--- src/rtl/segdac_pkg.sv ---
package segdac_pkg;
    // Default split of the sample word
    localparam int DEF_DATA_W = 14;
    localparam int DEF_HI_W   = 5;
    localparam int DEF_MID_W  = 4;

    // Number of thermometer lines a field of the given width needs
    function automatic int therm_lines(input int field_w);
        return (1 << field_w) - 1;
    endfunction
endpackage

--- src/rtl/seg_therm_dec.sv ---
module seg_therm_dec #(
    parameter int IN_W = 4
) (
    input  logic [IN_W-1:0]          val,
    output logic [(1<<IN_W)-2:0]     therm
);
    localparam int LINES = (1 << IN_W) - 1;

    // Line j is on when the field value exceeds j
    for (genvar j = 0; j < LINES; j++) begin : g_line
        assign therm[j] = ({1'b0, val} > (IN_W+1)'(j));
    end
endmodule

--- src/rtl/seg_pipe_reg.sv ---
module seg_pipe_reg #(
    parameter int             W       = 8,
    parameter logic [W-1:0]   RST_VAL = '0
) (
    input  logic         clk,
    input  logic         rst,
    input  logic [W-1:0] d,
    output logic [W-1:0] q
);
    always_ff @(posedge clk) begin
        if (rst) begin
            q <= RST_VAL;
        end else begin
            q <= d;
        end
    end
endmodule

--- src/rtl/segdac_decoder.sv ---
module segdac_decoder
    import segdac_pkg::*;
#(
    parameter int DATA_W = DEF_DATA_W,
    parameter int HI_W   = DEF_HI_W,
    parameter int MID_W  = DEF_MID_W
) (
    input  logic                                                         clk,
    input  logic                                                         rst,
    input  logic [DATA_W-1:0]                                            code_in,
    output logic [((1<<HI_W)-1)+((1<<MID_W)-1)+(DATA_W-HI_W-MID_W)-1:0]  sw_ctrl,
    output logic [((1<<HI_W)-1)+((1<<MID_W)-1)+(DATA_W-HI_W-MID_W)-1:0]  sw_ctrl_n
);
    localparam int LO_W   = DATA_W - HI_W - MID_W;
    localparam int HI_N   = therm_lines(HI_W);
    localparam int MID_N  = therm_lines(MID_W);
    localparam int CTRL_W = HI_N + MID_N + LO_W;

    logic [DATA_W-1:0] samp_q;
    logic [HI_N-1:0]   hi_therm;
    logic [MID_N-1:0]  mid_therm;
    logic [CTRL_W-1:0] ctrl_d;

    // Stage 1: capture the sample
    seg_pipe_reg #(.W(DATA_W), .RST_VAL('0)) u_samp (
        .clk (clk),
        .rst (rst),
        .d   (code_in),
        .q   (samp_q)
    );

    // Decode the coarse and fine fields
    seg_therm_dec #(.IN_W(HI_W)) u_hi_dec (
        .val   (samp_q[DATA_W-1 -: HI_W]),
        .therm (hi_therm)
    );

    seg_therm_dec #(.IN_W(MID_W)) u_mid_dec (
        .val   (samp_q[LO_W +: MID_W]),
        .therm (mid_therm)
    );

    always_comb begin
        ctrl_d = {hi_therm, mid_therm, samp_q[LO_W-1:0]};
    end

    // Stage 2: true and complement controls, each in its own register
    seg_pipe_reg #(.W(CTRL_W), .RST_VAL('0)) u_ctrl_p (
        .clk (clk),
        .rst (rst),
        .d   (ctrl_d),
        .q   (sw_ctrl)
    );

    seg_pipe_reg #(.W(CTRL_W), .RST_VAL('1)) u_ctrl_n (
        .clk (clk),
        .rst (rst),
        .d   (~ctrl_d),
        .q   (sw_ctrl_n)
    );
endmodule

--- config.mk ---
export PLATFORM = sky130hd
export DESIGN_NAME = segdac_decoder
export DESIGN_NICKNAME = d
export VERILOG_FILES = /design/src/rtl/segdac_pkg.sv /design/src/rtl/seg_therm_dec.sv /design/src/rtl/seg_pipe_reg.sv /design/src/rtl/segdac_decoder.sv
export SDC_FILE = /design/constraint.sdc
export NUM_CORES = 1
export LEC_CHECK = 0
export CAP_MARGIN = 20
export CORE_AREA = 2 2 94 96
export CTS_BUF_LIST = sky130_fd_sc_hd__clkbuf_16
export CTS_CLUSTER_DIAMETER = 30
export DETAILED_ROUTE_END_ITERATION = 8
export DIE_AREA = 0 0 96 98
export PLACE_DENSITY = 0.78
export SLEW_MARGIN = 40
export SYNTH_ARGS = -nofsm -noshare
export SYNTH_HDL_FRONTEND = slang
export SYNTH_HIERARCHICAL = 1
export SYNTH_SLANG_ARGS = --single-unit
--- constraint.sdc ---
create_clock -name clk -period 1.36 [get_ports clk]
set_input_delay 0.272 -clock clk [delete_from_list [all_inputs] [get_ports clk]]
set_output_delay 0.272 -clock clk [all_outputs]
set_load 0.05 [all_outputs]
* After elaboration in Yosys (flattened, before gate mapping) *
Index checks and enable logic that the tools add are counted.

operators by class
  order comparisons = 46
  bitwise operators = 1

operator list
  kind                  number
  $gt A5 B5 Y1 const B  15
  $not A51 Y51          1
  $gt A5 B4 Y1 const B  8
  $gt A4 B4 Y1 const B  7
  $gt A5 B3 Y1 const B  4
  $gt A4 B3 Y1 const B  4
  $gt A5 B1 Y1 const B  2
  $gt A5 B2 Y1 const B  2
  $gt A4 B1 Y1 const B  2
  $gt A4 B2 Y1 const B  2

word-level totals
  bits of input ports = 16
  register bits after elaboration = 116
  output and inout bits = 102

* Logic depth before layout (Yosys ltp) *
Gate-level depths: netlist of the first run.

  depth after elaboration = 2
  mapped depth = 6

* Cells and area by module *
Netlist of the first run, hierarchy kept.

by module, submodules not included
  module                      times used  seq. area each (um^2)  cells each  area each (um^2)
  seg_pipe_reg at u_ctrl_n    1           1021.0                 107         1396.3
  seg_pipe_reg at u_ctrl_p    1           1021.0                 107         1365.1
  seg_pipe_reg at u_samp      1           280.3                  29          407.9
  seg_therm_dec at u_hi_dec   1           0.0                    57          305.3
  segdac_decoder              1           0.0                    51          191.4
  seg_therm_dec at u_mid_dec  1           0.0                    24          140.1

* Worst setup path after synthesis of the first run *
Ideal clock, no wire load.

  path type = register to register
  start point = register u_samp.q[13]
  end point = register u_ctrl_n.q[42]
  setup time = 0.120 ns
  data arrival time = 0.981 ns
  path slack = 0.259 ns
  buffers on the path = 2
  data required time = 1.240 ns
  cell stages (with the launch flop) = 7
  cells stage by stage = dfxtp_1 > buf_4 > buf_6 > nand2_1 > o21ai_0 > inv_1 > or2_1

between the ends
  word-level cells in the longest chain between the ends = 2

RTL lines
  element                 RTL line              source
  from (decl)             seg_pipe_reg.sv:8     output logic [W-1:0] q
  from (signal assigned)  seg_pipe_reg.sv:12    q <= RST_VAL;
  from (signal assigned)  seg_pipe_reg.sv:14    q <= d;
  $gt A5 B5 Y1            seg_therm_dec.sv:11   assign therm[j] = ({1'b0, val} > (IN_W+1)'(j));
  net hi_therm[22]        segdac_decoder.sv:20  logic [HI_N-1:0] hi_therm;
  $not A51 Y51            segdac_decoder.sv:58  .d (~ctrl_d),
  to (signal assigned)    seg_pipe_reg.sv:12
  to (signal assigned)    seg_pipe_reg.sv:14
  to (decl)               seg_pipe_reg.sv:8

The timed path passes the listed nets, and every way through them passes these cells.
A chain may end at the register's enable or synchronous reset.

* Worst setup path in the final report of the first run *
  start point = register u_samp.q[13]
  end point = register u_ctrl_n.q[36]

The elaborated chain is that of the path after synthesis.

==> results of run 1 <==
[cells by family after synthesis]
| logic type | synth area share, % |
|---|---|
| and+or+nand+nor | 25.1 |
| AOI/OAI and AO/OA | 3.48 |
| buffers and inverters | 10.4 |
| DFF | 61.0 |
[cells in the final DEF, fill, tap and decap left out]
cell type and instances:
sky130_fd_sc_hd__nand3_1 1, sky130_fd_sc_hd__o21ai_1 2, sky130_fd_sc_hd__nor2b_1 55, sky130_fd_sc_hd__and3_2 1
sky130_fd_sc_hd__o31a_1 1, sky130_fd_sc_hd__nand2_1 14, sky130_fd_sc_hd__nor2_1 15, sky130_fd_sc_hd__nand2b_1 3
sky130_fd_sc_hd__dfxtp_2 3, sky130_fd_sc_hd__clkinv_2 5, sky130_fd_sc_hd__a31o_2 2, sky130_fd_sc_hd__a21oi_1 5
sky130_fd_sc_hd__a21boi_1 2, sky130_fd_sc_hd__and2b_1 3, sky130_fd_sc_hd__nor2_2 1, sky130_fd_sc_hd__bufinv_16 3
sky130_fd_sc_hd__buf_12 104, sky130_fd_sc_hd__clkinv_1 3, sky130_fd_sc_hd__nand3_2 1, sky130_fd_sc_hd__a21o_2 1
sky130_fd_sc_hd__clkdlybuf4s50_1 14, sky130_fd_sc_hd__or2_1 51, sky130_fd_sc_hd__or3_1 1, sky130_fd_sc_hd__nand2_2 2
sky130_fd_sc_hd__clkinvlp_4 2, sky130_fd_sc_hd__clkbuf_16 17, sky130_fd_sc_hd__o31a_2 1, sky130_fd_sc_hd__o21ai_0 3
sky130_fd_sc_hd__buf_4 10, sky130_fd_sc_hd__dfxtp_1 113, sky130_fd_sc_hd__inv_1 58, sky130_fd_sc_hd__o21bai_2 2
sky130_fd_sc_hd__nor3_1 2, sky130_fd_sc_hd__o21a_1 1, sky130_fd_sc_hd__nor2b_2 10
[layout make-up]
cell class | count | share of cell area, %
multi-input combinational | 180 | 16.5
clock buffer | 17 | 6.41
tap | 108 | 2.03
clock inverter | 14 | 2.19
timing repair buffer | 128 | 34.6
inverter | 57 | 3.22
sequential | 116 | 35.0
[worst max-delay path, cell delays in order (launching register included)]
cell and delay [ns]:
sky130_fd_sc_hd__dfxtp_1 0.31, sky130_fd_sc_hd__buf_4 0.24, sky130_fd_sc_hd__a21boi_1 0.35, sky130_fd_sc_hd__inv_1 0.12
sky130_fd_sc_hd__or2_1 0.23
[metrics by stage]
step / TNS (ns) / instance area, um^2 / hold slack, ns
floorplan: 0 / 3810 / 0.344
global placement: 0 / 6060 / 0.428
detailed placement: -0.0771 / 6060 / 0.435
CTS: 0 / 6630 / 0.273
global route: -0.00970 / 6640 / 0.292
finish: -0.0125 / 6640 / 0.281
[metal layers]
layer  share of wire (%)  global-route usage, %
met5                   0                      0
met2                  58                   39.1
met4                 3.5                   11.8
met1                  34                   20.0
met3                 4.1                   6.10
[flip-flops by register name, summed over array words and instances (netlist names)]
register    cells
u_ctrl_n/q     51
u_ctrl_p/q     51
u_samp/q       14
[worst min-delay path by stage]
stage	endpoint	slack (ns)	cells after the start
floorplan	u_ctrl_p/q[48]	0.34	1
global placement	u_ctrl_n/q[3]	0.43	2
detailed placement	u_ctrl_n/q[2]	0.43	2
CTS	u_samp/q[12]	0.27	3
global route	u_samp/q[12]	0.29	3
finish	u_samp/q[12]	0.28	3
[power breakdown]
group / switching [mW] / internal (mW)
Clock: 1.47 / 2.82
Combinational: 0.674 / 0.625
Sequential: 0.132 / 3.55
Total: 2.27 / 6.99
[repair_timing]
action,4_1_cts,5_1_grt
setup endpoints to repair,3,11
hold buffers,0,0
hold endpoints to repair,0,0
resized for setup,3,6
==> impl_metrics.toml, run 1 <==
[run_status]
status = "complete, but fails checks"
failed_checks = "setup timing"

[setup_path]
rrSetupSlack_ns = -0.01
worst-endpoint-arrival_ns = 1.66
start_kind = "register"
crit_path_to = "u_ctrl_n/q[36]"
rr_startpoint = "u_samp/q[13]"
worst_r2r_endpoint = "u_ctrl_n/q[36]"
critPathMaxFanout = 20
startpoint = "u_samp/q[13]"
critPathKind = "reg2reg"
critical_path_required_ns = 1.64
worst_r2r_path_depth = 4
end_kind = "register"

[synth]
synth.ff_latch_count = 116
synth_largest_area_cell = "sky130_fd_sc_hd__dfxtp_1"
ys_top_cells_by_area = "sky130_fd_sc_hd__dfxtp_1, sky130_fd_sc_hd__nor2b_1, sky130_fd_sc_hd__or2_1"
synthesis.instances = 375
post_synth_num_cell_types = 31
synth_seq_area_share_pct = 61.0
synth.top_cells.by_count = "sky130_fd_sc_hd__dfxtp_1, sky130_fd_sc_hd__inv_1, sky130_fd_sc_hd__nor2b_1, sky130_fd_sc_hd__or2_1"
yosys.area.top_type_share_pct = 61.0
synthArstFlopShare_pct = 0
number_of_synthesized_flops_with_an_enable_pin = 0
synth_area_um2 = 3810
top_count_cell_post_synth = "sky130_fd_sc_hd__dfxtp_1"
synth.net_count = 391
synth_flop_cell = "sky130_fd_sc_hd__dfxtp_1"
synthesis.area_per_instance_um2 = 10.1
yosysWarnings = 6

[layout]
area_added_between_synthesis_and_finish_pct = 74.5
post_route_cells_drive_above_1_share_pct = 32.2
nNetsFinal = 516
antenna_cells = 0
seqCellArea_um2 = 2330
finish.cell_count_without_fillers = 620
final_core_utilization_pct = 78.5
fill_cell_instance_count_of_the_final_layout = 512
multiInputGateArea_um2 = 1100

[die]
die_area_um2 = 9410
ios = 118
floorplan.initialDensity_pct = 45.0
fp-row-count = 34
dieWidth_um = 96
die_y_extent_um = 98
core_region_area_um2 = 8470

[power_and_ir_drop]
totalPowerFinal_mw = 9.27
total_leakage_power_nw = 2.87
pwr_density_cell_nw_per_um2 = 1400
vdd.ir_drop.worst_v = 0.00108

[sta]
hold_violations = 0
final.setup.worst_slack_ns = -0.0125
slew_headroom_pct = 72.1
final_period_demand_of_the_worst_path_ns = 1.37
worst_slew_pin_slew_ns = 0.418
fmax_mhz = 729
final-max-slew-violation-count = 0
finalSetupViolCount = 1
setup_repair_after_global_routing_missed_its_margin = "true"
fin_crit_sh_pct = 101
fin_worst_skew_ns = 0.00799

[drt]
wl_per_cell_um = 14.7
detailedRoute.firstIterationViolations = 90
post_drt_via_cell_ratio = 4.43
finalWirelength_mm = 9.11
dr.pass1.iters = 4
drt_drc_violations_left = 0
dr_vias = 2746
drt.antenna.violating_nets = 0

[global_route]
grt_start_max_net_pins = 41
antenna_found_initial = 0
wire_length_of_the_first_global_routing_pass_mm = 14.4
grt.overflow.total = 0
grt_pass1_vias = 2859
total_track_usage_pct = 21.1

[clock_network]
root_buffer = "sky130_fd_sc_hd__clkbuf_16"
cts_tree = "built"
cts-root-to-sink-buffers = 2
post_cts.repair.setup_buffers = 0
cts_htree_levels = 4
cts_sinks = 116
clock_pin_transition_on_the_worst_setup_and_hold_timing_paths_ns = 0.05
worst_skew_pair.late_latency_ns = 0.40
cts_buffers = 17

[place]
place.port_buffers = 117
gp_congestion = 0.739
place_worst_setup_slack_ns = -0.0344
placedCellCount = 589
post-dp-hpwl_mm = 6.29

[job]
max_cap_viol_count = 0

[hold_path]
min_path_type = "in2reg"
hp-start = "rst"
(Power assumes the default switching activity.)
==> run 2, diff against run 1 <==
- HOLD_SLACK_MARGIN: default -> 0.02
- SLEW_MARGIN: 40 -> 20
==> results of run 2 <==
No change in the layout: final DEF, timing and power equal those of run 1.
